## src/rtl/xfade_mix.sv

```systemverilog
module xfade_mix #(
  parameter int SW = 16,
  parameter int CW = 16
) (
  input  logic                 clk,
  input  logic                 rst_n,
  input  logic                 in_valid,
  input  logic signed [SW-1:0] rev_l,
  input  logic signed [SW-1:0] rev_r,
  input  logic signed [SW-1:0] fwd_l,
  input  logic signed [SW-1:0] fwd_r,
  input  logic        [CW-1:0] fade,
  output logic                 out_valid,
  output logic signed [SW-1:0] mix_l,
  output logic signed [SW-1:0] mix_r
);
  localparam int AW = SW + CW + 2;
  localparam logic signed [SW-1:0] MINV = {1'b1, {(SW-1){1'b0}}};
  localparam logic signed [SW-1:0] MAXV = {1'b0, {(SW-1){1'b1}}};

  function automatic logic signed [SW-1:0] blend(
    input logic signed [SW-1:0] r,
    input logic signed [SW-1:0] f,
    input logic        [CW-1:0] k
  );
    logic signed [AW-1:0] acc;
    acc = AW'(r) * AW'($signed({1'b0, k})) + AW'(f) * AW'($signed({1'b0, ~k}));
    return SW'(acc >>> CW);
  endfunction

  logic signed [SW-1:0] nxt_l, nxt_r;
  assign nxt_l = blend(rev_l, fwd_l, fade);
  assign nxt_r = blend(rev_r, fwd_r, fade);

  always_ff @(posedge clk or negedge rst_n) begin
    if (!rst_n) begin
      out_valid <= 1'b0;
      mix_l     <= '0;
      mix_r     <= '0;
    end else begin
      out_valid <= in_valid;
      if (in_valid) begin
        mix_l <= nxt_l;
        mix_r <= nxt_r;
      end
    end
  end


  valid_follow_chk: assert property (@(posedge clk) disable iff (!rst_n)
    $past(rst_n) |-> out_valid == $past(in_valid));


  idle_hold_chk: assert property (@(posedge clk) disable iff (!rst_n)
    !in_valid |=> $stable(mix_l) && $stable(mix_r));


  same_coef_chk: assert property (@(posedge clk) disable iff (!rst_n)
    (in_valid && rev_l == rev_r && fwd_l == fwd_r) |=> mix_l == mix_r);


  no_wrap_low_chk: assert property (@(posedge clk) disable iff (!rst_n)
    (in_valid && rev_l == MINV && fwd_l == MINV) |=> mix_l == MINV);


  no_wrap_high_chk: assert property (@(posedge clk) disable iff (!rst_n)
    (in_valid && rev_r == MAXV && fwd_r == MAXV) |=> mix_r == MAXV - 1);
endmodule

```

## config.mk

```make
export PLATFORM = sky130hd
export DESIGN_NAME = xfade_mix
export DESIGN_NICKNAME = d
export VERILOG_FILES = /design/src/rtl/xfade_mix.sv
export SDC_FILE = /design/constraint.sdc
export NUM_CORES = 2
export LEC_CHECK = 0
export BUFFER_PORTS_ARGS = -buffer_cell sky130_fd_sc_hd__buf_4
export CORE_MARGIN = 3
export CORE_UTILIZATION = 60
export DETAILED_ROUTE_END_ITERATION = 8
export PLACE_DENSITY = 0.77
export REMOVE_ABC_BUFFERS = 1
export SKIP_LAST_GASP = 1
export SLEW_MARGIN = 10
export SYNTH_ARGS = -nofsm -noshare
export SYNTH_HDL_FRONTEND = slang
export SYNTH_SLANG_ARGS = --single-unit
```

## constraint.sdc

```tcl
create_clock -name clk -period 2.3 [get_ports clk]
set_input_delay 0.23 -clock clk [delete_from_list [all_inputs] [get_ports clk]]
set_output_delay 0.23 -clock clk [all_outputs]
set_load 0.05 [all_outputs]
```

# Word level (Yosys, flattened, before mapping)
# Index checks and enable logic that the tools add are counted.
classes:
  add_sub_neg: 2
  n_mul: 4
  bitwise_logic: 1
op_table:
  columns: ["operator", "count"]
  rows:
  - ["multiplier 16 x 17 -> 32 bit", 4]
  - ["adder 32 bit", 2]
  - ["inverter 16 bit", 1]
totals:
  register_bits: 33
  in_bits: 83
  word_cells: 10

# Logic depth before layout (Yosys ltp)
logic_depth:
  depth_word: 3
  ltp_mapped: 28
  ltp_nobuf: 26

# Worst setup path before layout
# OpenSTA, ideal clock, no wires.
synth_path:
  path_type: "input to register"
  start: "input port fade[9]"
  end: "register mix_l[15]"
  setup_time_ns: 0.069
  t_arrival_ns: 6.885
  t_required_ns: 2.231
  setup_slack_ns: -4.655
  stages: 25
  path_cell_list: "clkbuf_1 clkbuf_1 nand2_1 fa_1 inv_1 fa_1 inv_1 fa_1 inv_1 fa_1 fa_1 fa_1 fa_1 inv_1 fa_1 inv_1 ha_1 a211oi_1 o221ai_1 a31oi_2 o21ai_2 o2111ai_2 a21oi_2 or4_1 nand3_1"
synth_via:
  elab_chain_cells: 3
  word_cells_on_any_way: 4
  classes_between: "1 x add/sub; 2 x mul; 1 x bitwise"
synth_lines:
  columns: ["element", "line_no", "rtl"]
  rows:
  - ["start: declaration", "12", "input logic [CW-1:0] fade,"]
  - ["inverter 16 bit", "27", "acc = AW'(r) * AW'($signed({1'b0, k})) + AW'(f) * AW'($signed({1'b0, ~k}));"]
  - ["multiplier 16 x 17 -> 32 bit", "27", null]
  - ["adder 32 bit *", "27", null]
  - ["end signal: assignment", "43", "mix_l <= nxt_l;"]
  - ["end: declaration", "14", "output logic signed [SW-1:0] mix_l,"]
# Mark *: on every way between the ends. The rest lies on a longest branch, timed or not.
# A chain may end at the register's enable or synchronous reset.

# Worst setup path in the final report
layout_path:
  start: "input port fade[8]"
  end: "register mix_r[14]"
layout_via:
  elab_chain_cells: 3
  word_cells_on_any_way: 4
  classes_between: "1 x add/sub; 2 x mul; 1 x bitwise"
layout_lines:
  columns: ["element", "line_no", "rtl"]
  rows:
  - ["inverter 16 bit", "27", null]
  - ["multiplier 16 x 17 -> 32 bit", "27", null]
  - ["adder 32 bit *", "27", null]
  - ["end signal: assignment", "44", "mix_r <= nxt_r;"]
  - ["end: declaration", "15", "output logic signed [SW-1:0] mix_r"]
# Marked as above.

==> results.txt <==
Num CTS Buffers: 5
antenna-violating nets left: 0
yosys warns: 0
first-pass detailed-route iteration total: 6
layout cells sized above 1: 17.7%
die height: 253 um
Cell Area, Synth: 36500 um2
commonest non-fill, non-tap cells in the layout: 1063 x inv_1, 844 x fa_1, 413 x ha_1
fin area: 42900 um2
EDFF count, synth: 0
Final Non-Filler Cells: 5007
wire length per cell: 18.5 um
final wirelength: 92.4 mm
post-synthesis async set-or-reset flop share: 100%
Yosys reg bits: 33
final setup margin: -4.49 ns
Clock Pin Slew Worst Setup and Hold Paths: 0.06 ns
die area: 63900 um2
Avg Cell Area, Syn: 9.36 um2
Root Driver: clkbuf_16
Slew Limit Headroom: 61.8%
Vias/cell: 5.28
max_cap viols: 0
final setup violation count: 32
number of nets in the layout: 5642
initial drt markers: 1467
final worst-path cycle share: 295%
Worst Hold Class: input port to flip-flop
initial antenna violation count: 1
Synth area leaders: fa_1 49%, ha_1 15%, inv_1 11%
final worst path period need: 6.79 ns
initial cell density of the core: 61.2%
placed instance area: 40500 um2
crit end category: flip-flop
DR vias: 26427
Hold Slack: 0.443 ns
CP Class: input port to flip-flop
CP Data Required Time: 2.47 ns
clock sink total: 33
commonest non-fill, non-tap cell in the layout: inv_1
status: finished, violations left
GPL Wtd Cong: 0.870
Final Hold Fails: 0
core footprint: 59700 um2
die span in x: 253 um
post-synth top area share: 48.8%
# port buffers: 115
Longest Clk Path Bufs: 2
Max Clk Rate: 147 MHz
failing checks: setup timing
Synth-to-Final Area Change: 17.5%
Max H-tree Level: 2
Syn Inst Count: 3904
largest net degree at the start of global routing: 36
vias in the first global route: 29364
library cells used by synthesis: 58
Max Fanout on Critical Path: 6
all-layer global routing usage: 30.1%
CTS tree: yes
crit start category: input port
Site Rows: 89
max-slew violations: 0
placed cells: 4938
worst skew pair latency: 0.31 ns
Arr. time, crit path: 6.96 ns
I/O pin cnt: 116
largest area contributor in the netlist: fa_1
Clock Skew: 0 ns
worst-margin pin slew: 0.574 ns
Most used DFF post-synth: dfrtp_1
register area share after synthesis: 2.26%
global-route wire length before repair: 151 mm
RSZ-0062 raised after global routing: yes
ANT cells: 0
DPL Wire Length: 73.6 mm
total grt overflow: 0
drt drc: 0
# fillers: 4198
-- state kept, by name, summed over array words and instances, names as in the netlist --
signal / cells
mix_r: 16
mix_l: 16
out_valid: 1
-- metrics by stage --
step / TNS, ns / setup slack (ns) / util [%]
after floorplan: -125.07 / -4.15 / -
after global placement: -152.65 / -4.97 / 67.9
after detailed placement: -156.37 / -5.12 / 67.9
after CTS: -134.48 / -4.41 / 70.7
after global routing: -140.93 / -4.61 / 71.9
final: -135.74 / -4.49 / 71.9
-- path summary, 6_finish.rpt --
check / startpoint / endpoint / depth (start not counted) / slack [ns]
worst min-delay path: in_valid / out_valid / 2 / 0.44
worst max register to register: mix_r[5] / mix_r[5] / 1 / 1.45
max in group asynchronous: rst_n / mix_r[2] / 2 / 1.43
min in group asynchronous: rst_n / mix_l[15] / 2 / 0.48
worst min register to register: mix_l[0] / mix_l[0] / 1 / 0.50
worst max-delay path: fade[8] / mix_r[14] / 23 / -4.49
-- critical path: stages --
cell and delay, ns:
buf_12 0.13, buf_8 0.13, and2_4 0.14, fa_1 0.53, inv_1 0.06, fa_1 0.48
fa_1 0.54, fa_1 0.56, inv_2 0.05, fa_1 0.58, fa_2 0.46, fa_1 0.49
fa_1 0.54, ha_4 0.31, nand2_2 0.06, or4_4 0.56, a211oi_4 0.26, buf_6 0.15
nor3_4 0.03, buf_6 0.14, a21oi_4 0.25, o31a_1 0.20, o31ai_2 0.08
-- synth_stat cells (4+ instances only) --
| master | count |
|---|---|
| a211oi_1 | 10 |
| a21o_1 | 15 |
| a21oi_1 | 19 |
| and2_1 | 332 |
| clkbuf_1 | 181 |
| dfrtp_1 | 33 |
| fa_1 | 890 |
| ha_1 | 436 |
| inv_1 | 1091 |
| mux2_2 | 11 |
| nand2_1 | 205 |
| nand2b_1 | 214 |
| nand3_1 | 8 |
| nor2_1 | 10 |
| nor2b_1 | 304 |
| nor3_1 | 15 |
| nor4_1 | 4 |
| o21a_1 | 14 |
| o21ai_0 | 15 |
| o31ai_1 | 8 |
| xnor2_1 | 27 |
| xor2_1 | 6 |
-- final cells by class --
class	instances	area, um2	share of cell area (%)
Clock buffer	6	139	0.324
Clock inverter	2	37.5	0.0874
Inverter	1092	4100	9.55
Multi-Input combinational cell	2596	32100	74.7
Sequential cell	33	826	1.92
Tap cell	773	967	2.25
Timing Repair Buffer	505	4810	11.2
-- kinds of logic after synthesis --
group	after synthesis	share of synthesized area, %
and+or+nand+nor	1107	17.5
AOI/OAI and AO/OA	118	2.34
buffers and inverters	1275	13.1
DFF	33	2.26
muxes	12	0.366
adders and majority gates	1326	63.7
xor gates and xnor gates	33	0.791
-- what timing repair did --
action,4_1_cts,5_1_grt
hold buffers,1,0
setup buffers,38,18
gates resized for setup,216,156
endpoints found under the setup margin,32,32
gates cloned,8,2
pin swaps,116,122
hold endpoints to repair,33,0
-- metal layers --
layer / wire (um) / share of wire (%) / up-vias / global-route usage, %
met3: 5580 / 6.0 / 166 / 3.93
met5: 0 / 0 / - / 0
met2: 47100 / 51 / 810 / 51.8
li1: - / - / 11800 / -
met1: 37100 / 40 / 13651 / 40.6
met4: 2760 / 3.0 / 0 / 8.07
Power is not shown: default switching activity piles up to over one toggle a cycle in this logic, so the estimate is an artifact.
